--- src/rtl/thr_mon_pkg.sv ---
package thr_mon_pkg;

  localparam int RES_W     = 8;
  localparam int SEL_W     = 3;
  localparam int MAX_SHIFT = (1 << SEL_W) - 1;
  localparam int CNT_W     = RES_W + MAX_SHIFT + 1;
  localparam int SUM_W     = CNT_W + 1;
  localparam int MAX_RES   = (1 << RES_W) - 1;

  // band lower edges, derived from full scale (1/8, 1/4, 1/2, 3/4 plus bias)
  localparam int EDGE_12 = (1 << (RES_W - 3)) + 1;
  localparam int EDGE_25 = (1 << (RES_W - 2)) + 1;
  localparam int EDGE_50 = (1 << (RES_W - 1)) + 1;
  localparam int EDGE_75 = (3 << (RES_W - 2)) + 1;

  typedef struct packed {
    logic tick;
    logic winEnd;
    logic restart;
    logic sleep;
    logic first;
  } ctrl_strobe_t;

  typedef struct packed {
    logic aboveLim;
    logic full;
    logic band75;
    logic band50;
    logic band25;
    logic band12;
    logic bandLow;
    logic any;
  } stat_t;

  function automatic logic [CNT_W-1:0] win_len(input logic [SEL_W-1:0] sel);
    return CNT_W'(1) << (RES_W + int'(sel));
  endfunction

  function automatic stat_t decode_stat(input logic [RES_W-1:0] r,
                                        input logic isFull,
                                        input logic [RES_W-1:0] lim);
    stat_t s;
    s.any      = (r != '0);
    s.bandLow  = (r != '0) && (int'(r) < EDGE_12);
    s.band12   = (int'(r) >= EDGE_12) && (int'(r) < EDGE_25);
    s.band25   = (int'(r) >= EDGE_25) && (int'(r) < EDGE_50);
    s.band50   = (int'(r) >= EDGE_50) && (int'(r) < EDGE_75);
    s.band75   = (int'(r) >= EDGE_75) && !isFull;
    s.full     = isFull;
    s.aboveLim = (r > lim);
    return s;
  endfunction

endpackage

--- src/rtl/thr_mon_ctrl.sv ---
module thr_mon_ctrl
  import thr_mon_pkg::*;
#(
  parameter int NUM_CH = 2
) (
  input  logic              clk,
  input  logic              rst,
  input  logic              sampleTick,
  input  logic              sleepMode,
  input  logic [NUM_CH-1:0] wrEn,
  input  logic [SEL_W-1:0]  winSel,
  output ctrl_strobe_t      strb
);

  logic [CNT_W-1:0] tickCnt;
  logic             firstPend;
  logic             restart;
  logic             tick;
  logic             winEnd;

  assign restart = (|wrEn) && !sleepMode;
  assign tick    = sampleTick && !sleepMode && !restart;
  assign winEnd  = tick && (tickCnt == win_len(winSel) - CNT_W'(1));

  always_ff @(posedge clk) begin
    if (rst) begin
      tickCnt   <= '0;
      firstPend <= 1'b1;
    end else if (sleepMode) begin
      tickCnt   <= '0;
      firstPend <= 1'b1;
    end else if (restart) begin
      tickCnt   <= '0;
    end else if (tick) begin
      if (winEnd) begin
        tickCnt   <= '0;
        firstPend <= 1'b0;
      end else begin
        tickCnt <= tickCnt + CNT_W'(1);
      end
    end
  end

  always_comb begin
    strb.tick    = tick;
    strb.winEnd  = winEnd;
    strb.restart = restart;
    strb.sleep   = sleepMode;
    strb.first   = firstPend;
  end

  AST_RESTART_ZERO: assert property (@(posedge clk) disable iff (rst)
    restart |=> (tickCnt == '0));
  AST_WAKE_FIRST: assert property (@(posedge clk) disable iff (rst)
    sleepMode |=> firstPend);
  AST_END_ON_TICK: assert property (@(posedge clk) disable iff (rst)
    winEnd |-> (sampleTick && !sleepMode && !(|wrEn)));
  AST_SLEEP_IDLE: assert property (@(posedge clk) disable iff (rst)
    sleepMode |=> (tickCnt == '0));

endmodule

--- src/rtl/thr_mon_chan.sv ---
module thr_mon_chan
  import thr_mon_pkg::*;
(
  input  logic             clk,
  input  logic             rst,
  input  ctrl_strobe_t     strb,
  input  logic [SEL_W-1:0] winSel,
  input  logic             thrIn,
  input  logic [RES_W-1:0] userLimit,
  input  logic             wrHit,
  input  logic [RES_W-1:0] wrData,
  output logic [RES_W-1:0] curVal,
  output logic [RES_W-1:0] avgVal,
  output logic [RES_W-1:0] statVal
);

  logic [CNT_W-1:0] countReg;
  logic [CNT_W-1:0] cntNext;
  logic [SUM_W-1:0] roundAdd;
  logic [SUM_W-1:0] sumR;
  logic [SUM_W-1:0] shifted;
  logic [RES_W-1:0] result;
  logic             isFull;
  logic [RES_W-1:0] curReg;
  logic [RES_W-1:0] avgReg;
  logic [RES_W:0]   avgSum;
  logic [RES_W-1:0] avgNext;
  stat_t            statReg;

  always_comb begin
    cntNext  = countReg + CNT_W'(strb.tick & thrIn);
    roundAdd = (SUM_W'(1) << winSel) - SUM_W'(1);
    sumR     = SUM_W'(cntNext) + roundAdd;
    shifted  = sumR >> winSel;
    result   = (shifted > SUM_W'(MAX_RES)) ? RES_W'(MAX_RES) : shifted[RES_W-1:0];
    isFull   = (cntNext == win_len(winSel));
    avgSum   = {1'b0, avgReg} + {1'b0, curReg};
    avgNext  = avgSum[RES_W:1];
  end

  always_ff @(posedge clk) begin
    if (rst) begin
      countReg <= '0;
      curReg   <= '0;
      avgReg   <= '0;
      statReg  <= '0;
    end else if (strb.sleep) begin
      countReg <= '0;
      curReg   <= '0;
    end else if (strb.restart) begin
      countReg <= '0;
      if (wrHit) curReg <= wrData;
    end else if (strb.tick) begin
      if (strb.winEnd) begin
        countReg <= '0;
        curReg   <= result;
        avgReg   <= strb.first ? result : avgNext;
        statReg  <= decode_stat(result, isFull, userLimit);
      end else begin
        countReg <= cntNext;
      end
    end
  end

  assign curVal  = curReg;
  assign avgVal  = avgReg;
  assign statVal = statReg;

  AST_AVG_LAG: assert property (@(posedge clk) disable iff (rst)
    (strb.winEnd && !strb.first) |=>
      (avgReg == RES_W'(({1'b0, $past(avgReg)} + {1'b0, $past(curReg)}) >> 1)));
  AST_FIRST_LOAD: assert property (@(posedge clk) disable iff (rst)
    (strb.winEnd && strb.first) |=> (avgReg == curReg));
  AST_ZERO_IDLE: assert property (@(posedge clk) disable iff (rst)
    strb.winEnd |=> ((curReg == '0) == ($past(cntNext) == '0)));
  AST_SLEEP_CUR: assert property (@(posedge clk) disable iff (rst)
    strb.sleep |=> (curReg == '0));
  AST_SLEEP_AVG: assert property (@(posedge clk) disable iff (rst)
    strb.sleep |=> $stable(avgReg));
  AST_STAT_HOLD: assert property (@(posedge clk) disable iff (rst)
    !strb.winEnd |=> $stable(statReg));
  AST_BAND_ONEHOT: assert property (@(posedge clk) disable iff (rst)
    $onehot0({statReg.full, statReg.band75, statReg.band50,
              statReg.band25, statReg.band12, statReg.bandLow}));
  AST_ANY_MATCH: assert property (@(posedge clk) disable iff (rst)
    statReg.any == (curReg != '0) || !$past(strb.winEnd) ||
    statReg.any == |{statReg.full, statReg.band75, statReg.band50,
                     statReg.band25, statReg.band12, statReg.bandLow});

endmodule

--- src/rtl/throttle_duty_monitor.sv ---
module throttle_duty_monitor
  import thr_mon_pkg::*;
#(
  parameter int NUM_CH = 2
) (
  input  logic                         clk,
  input  logic                         rst,
  input  logic                         sampleTick,
  input  logic [SEL_W-1:0]             winSel,
  input  logic [NUM_CH-1:0]            thrIn,
  input  logic [NUM_CH-1:0][RES_W-1:0] userLimit,
  input  logic [NUM_CH-1:0]            wrEn,
  input  logic [RES_W-1:0]             wrData,
  input  logic                         sleepMode,
  output logic [NUM_CH-1:0][RES_W-1:0] curVal,
  output logic [NUM_CH-1:0][RES_W-1:0] avgVal,
  output logic [NUM_CH-1:0][RES_W-1:0] statFlags
);

  ctrl_strobe_t strb;

  thr_mon_ctrl #(.NUM_CH(NUM_CH)) u_ctrl (
    .clk       (clk),
    .rst       (rst),
    .sampleTick(sampleTick),
    .sleepMode (sleepMode),
    .wrEn      (wrEn),
    .winSel    (winSel),
    .strb      (strb)
  );

  for (genvar ch = 0; ch < NUM_CH; ch++) begin : g_chan
    thr_mon_chan u_chan (
      .clk      (clk),
      .rst      (rst),
      .strb     (strb),
      .winSel   (winSel),
      .thrIn    (thrIn[ch]),
      .userLimit(userLimit[ch]),
      .wrHit    (wrEn[ch]),
      .wrData   (wrData),
      .curVal   (curVal[ch]),
      .avgVal   (avgVal[ch]),
      .statVal  (statFlags[ch])
    );
  end

endmodule

--- config.mk ---
export PLATFORM = sky130hd
export DESIGN_NAME = throttle_duty_monitor
export DESIGN_NICKNAME = d
export VERILOG_FILES = /design/src/rtl/thr_mon_pkg.sv /design/src/rtl/thr_mon_ctrl.sv /design/src/rtl/thr_mon_chan.sv /design/src/rtl/throttle_duty_monitor.sv
export SDC_FILE = /design/constraint.sdc
export NUM_CORES = 1
export LEC_CHECK = 0
export BUFFER_PORTS_ARGS = -buffer_cell sky130_fd_sc_hd__buf_2
export CAP_MARGIN = 20
export CELL_PAD_IN_SITES_DETAIL_PLACEMENT = 0
export CELL_PAD_IN_SITES_GLOBAL_PLACEMENT = 2
export CORE_ASPECT_RATIO = 0.8
export CORE_MARGIN = 10
export CORE_UTILIZATION = 38
export DETAILED_ROUTE_END_ITERATION = 10
export PLACE_DENSITY = 0.92
export SLEW_MARGIN = 10
export SYNTH_ARGS = -nofsm -noshare
export SYNTH_HDL_FRONTEND = slang
export SYNTH_SLANG_ARGS = --single-unit
--- constraint.sdc ---
create_clock -name clk -period 11.2 [get_ports clk]
set_input_delay 1.12 -clock clk [delete_from_list [all_inputs] [get_ports clk]]
set_output_delay 1.12 -clock clk [all_outputs]
set_load 0.02 [all_outputs]
==> results.yml <==
critical_path:
  crit_path_frequent_cell: "nand2_1"
  crit_fanout: 19
  cpLargestDelayFamily: "simple AND/OR/NAND/NOR gates"
  endpoint_kind: "register"
  cp.required_ps: 11450
  worstPathArrival_ps: 8660
  worstReg2RegEnd: "g_chan[0].u_chan.statVal[7]$_SDFFE_PP0P_"
  reg2reg_slack_ps: 4590
  slowest_stage: "and3_1"
  reg2regPathDepth: 26
  r2r-start: "g_chan[0].u_chan.countReg[0]$_SDFFE_PP0N_"
  crit_buf_inv: 2
  slowest_delay_ps: 760
  critical_path_class: "in -> reg"
  startpoint_type: "primary input"
synth:
  synth_seq_area_share_pct: 20.4
  synth_cells: 1297
  synth-async-reset-ratio_pct: 0
  ys_ff_latch: 97
  ys_types: 97
  syn-cell-area_um2: 9530
  synth_edf_count: 0
  synth_flop_cell: "dfxtp_1"
  yosys_warnings: 0
  avgSynthCellArea_um2: 7.35
timing:
  finalSetupViolations: 0
  drv_slew: 0
  period_needed_ps: 8410
  finClkSkew_ps: 9.22
  tns_ps: 0
  rsz0062_at_grt: "false"
  slew_headroom_pct: 37.6
  worst_pin_slew_ps: 933
  post-route-period-util_pct: 75.1
  fmax_mhz: 119
  final_hold_viol_count: 0
drt:
  routed_wl_um: 32600
  wire_per_inst_um: 19.7
  num_vias: 9790
  drtIter0Drc: 951
  drcViolationCount: 0
  drtPass1Iterations: 6
  via_per_inst: 5.90
  ant_nets: 0
power_and_ir_drop:
  ir_worst_vdd_v: 0.0000716
  p_clk_share_pct: 36.7
  seqPwrFrac_pct: 39.6
  powerDensity_nw_per_um2: 84.1
  switchingPower_mw: 0.301
  power.internal_mw: 0.580
  swShare_pct: 34.1
  power_mw: 0.881
  p_leak_nw: 4.39
  power.share.combinational_pct: 23.7
cells_and_area:
  antenna_cells: 0
  nFillCells: 2560
  syn_to_final_growth_pct: 9.87
  fin_area_um2: 10500
  finalNonFillerCells: 1659
  final_cell_mix: "nand2_1, a21oi_1, nor2_1, dfxtp_1, buf_2"
  drive_gt1_share_pct: 12.1
  fin_nets: 1438
  layout_commonest_cell: "nand2_1"
grt:
  antenna_found_initial: 0
  grt_use_met1_pct: 30.9
  grt.met3_usage_pct: 3.26
  grt_overflow: 0
  grt_pass1_wl_um: 52000
  grt_pass1_vias: 8943
  grt.busiest_layer: "met1"
  grt_use_met2_pct: 28.4
  grt_max_degree: 54
  grt_usage_pct: 20.1
clocking:
  cts_setup_buffers: 0
  htreeDepth: 3
  clock_sinks: 97
  path_clk_slew_ps: 80
  cts_buffers: 9
  cts_buffer_depth: 2
  cts_resized: 0
  root_buffer: "clkbuf_16"
  tritoncts: "done"
  clock_latency_ps: 370
  cts_hold_buf: 0
placement:
  place_area_um2: 10200
  dp.cells: 1642
  dp_hpwl_um: 25000
  gp_congestion: 0.922
  port_buffers: 82
floorplanning:
  rows: 51
  design.core.area_um2: 24500
  initial_core_util_pct: 38.9
  die_x_um: 197
  die_h_um: 162
  die-area_um2: 31900
  io_pins: 83
worst_hold_path:
  hp-class: "reg -> reg"
  min_to: "g_chan[0].u_chan.statVal[7]$_SDFFE_PP0P_"
  min_path_cells: 2
  min_from: "g_chan[0].u_chan.statVal[7]$_SDFFE_PP0P_"
run:
  max-cap-violations: 0
run_status:
  run_status: "complete, no violations"
-- worst max-delay path by stage --
| stage | to | cells past startpoint | slack [ps] | start |
|---|---|---|---|---|
| 2_1_floorplan | g_chan[0].u_chan.statVal[7]$_SDFFE_PP0P_ | 31 | 3740 | winSel[0] |
| 3_3_place_gp | g_chan[0].u_chan.statVal[7]$_SDFFE_PP0P_ | 30 | 2800 | wrEn[0] |
| 3_5_place_dp | g_chan[0].u_chan.statVal[7]$_SDFFE_PP0P_ | 30 | 2510 | wrEn[0] |
| 4_1_cts | g_chan[0].u_chan.statVal[7]$_SDFFE_PP0P_ | 30 | 2880 | wrEn[0] |
| 5_1_grt | g_chan[0].u_chan.statVal[7]$_SDFFE_PP0P_ | 30 | 2050 | wrEn[0] |
| 6_report | g_chan[0].u_chan.statVal[7]$_SDFFE_PP0P_ | 30 | 2790 | wrEn[0] |
-- final cells by class --
cell class	count	area, um2	area share [%]
clock buffer	10	239	2.28
clock inverter	6	62.6	0.597
inverter	56	210	2.01
multi-input combinational	1074	7100	67.7
sequential	97	1940	18.5
tap	318	398	3.80
timing repair buffer	98	528	5.04
-- sequential cells by signal (all words and copies together) (netlist names) --
register and cells:
g_chan.u_chan.avgVal 16, g_chan.u_chan.statVal 16, u_ctrl.tickCnt 16, u_ctrl.firstPend 1, g_chan.u_chan.countReg 32, g_chan.u_chan.curVal 16
-- layer usage --
layer | routed length, um | vias up
met5 | 0 | -
met1 | 16800 | 4628
met4 | 418 | 0
li1 | - | 4841
met3 | 1950 | 31
met2 | 13500 | 290
-- power groups by stage --
stage	Clock [mW]	Sequential, mW	Combinational [mW]
6_report	0.323	0.349	0.208
3_3_place_gp	0	0.357	0.203
3_5_place_dp	0	0.357	0.203
5_1_grt	0.344	0.350	0.228
2_1_floorplan	0	0.360	0.144
4_1_cts	0.330	0.349	0.205
-- per-stage QoR --
stage	util (%)	hold WS, ps	setup WS [ps]
detailed placement	41.5	441	2510
global placement	41.5	444	2800
global route	42.7	484	2050
CTS	42.7	452	2880
finish	42.7	454	2790
floorplan	-	440	3740
-- synth_stat cells, types with 14 or more instances --
cell type | n | share of area (%)
nand2_1 | 142 | 5.6
a21oi_1 | 121 | 6.4
nor2_1 | 119 | 4.7
dfxtp_1 | 97 | 20
nand3_1 | 69 | 3.6
ha_1 | 63 | 8.3
o21ai_0 | 61 | 3.2
clkbuf_1 | 59 | 2.3
inv_1 | 54 | 2.1
xnor2_1 | 43 | 4.0
xor2_1 | 42 | 3.9
a21o_1 | 34 | 2.7
nor3_1 | 32 | 1.7
nand4_1 | 25 | 1.6
and3_1 | 22 | 1.4
a211oi_1 | 16 | 1.3
o21ai_1 | 14 | 0.73
-- kinds of logic (layout without fill, tap and decap cells) --
family / Yosys count / in the layout / share of synthesized area [%]
compound gates: 392 / 392 / 28.6
xor+xnor: 85 / 85 / 7.81
fa+ha+maj: 67 / 67 / 9.11
buf+inv: 129 / 170 / 5.33
flops: 97 / 97 / 20.4
mux: 20 / 20 / 2.56
other cells: 1 / 4 / 0.0393
simple gates: 506 / 506 / 26.2
-- worst reg2reg max path: stages, from the launching register on --
cell and delay (ps):
dfxtp_1 360, ha_1 230, nand3_1 210, nor2_1 230, nand2_1 90, xor2_1 280, inv_1 110, ha_1 420
and3_1 240, nand2_1 80, a21oi_1 310, o2111ai_1 180, a2111oi_0 480, a211oi_1 100, o221ai_1 280, and4_1 680
nand2_1 140, ha_1 320, a21o_1 160, a21o_1 170, a211oi_1 410, nand2_1 150, o41a_1 340, a31o_2 250
o21ai_0 70, a221o_1 160, o21ai_1 50
Power figures use the tool's default switching activity.
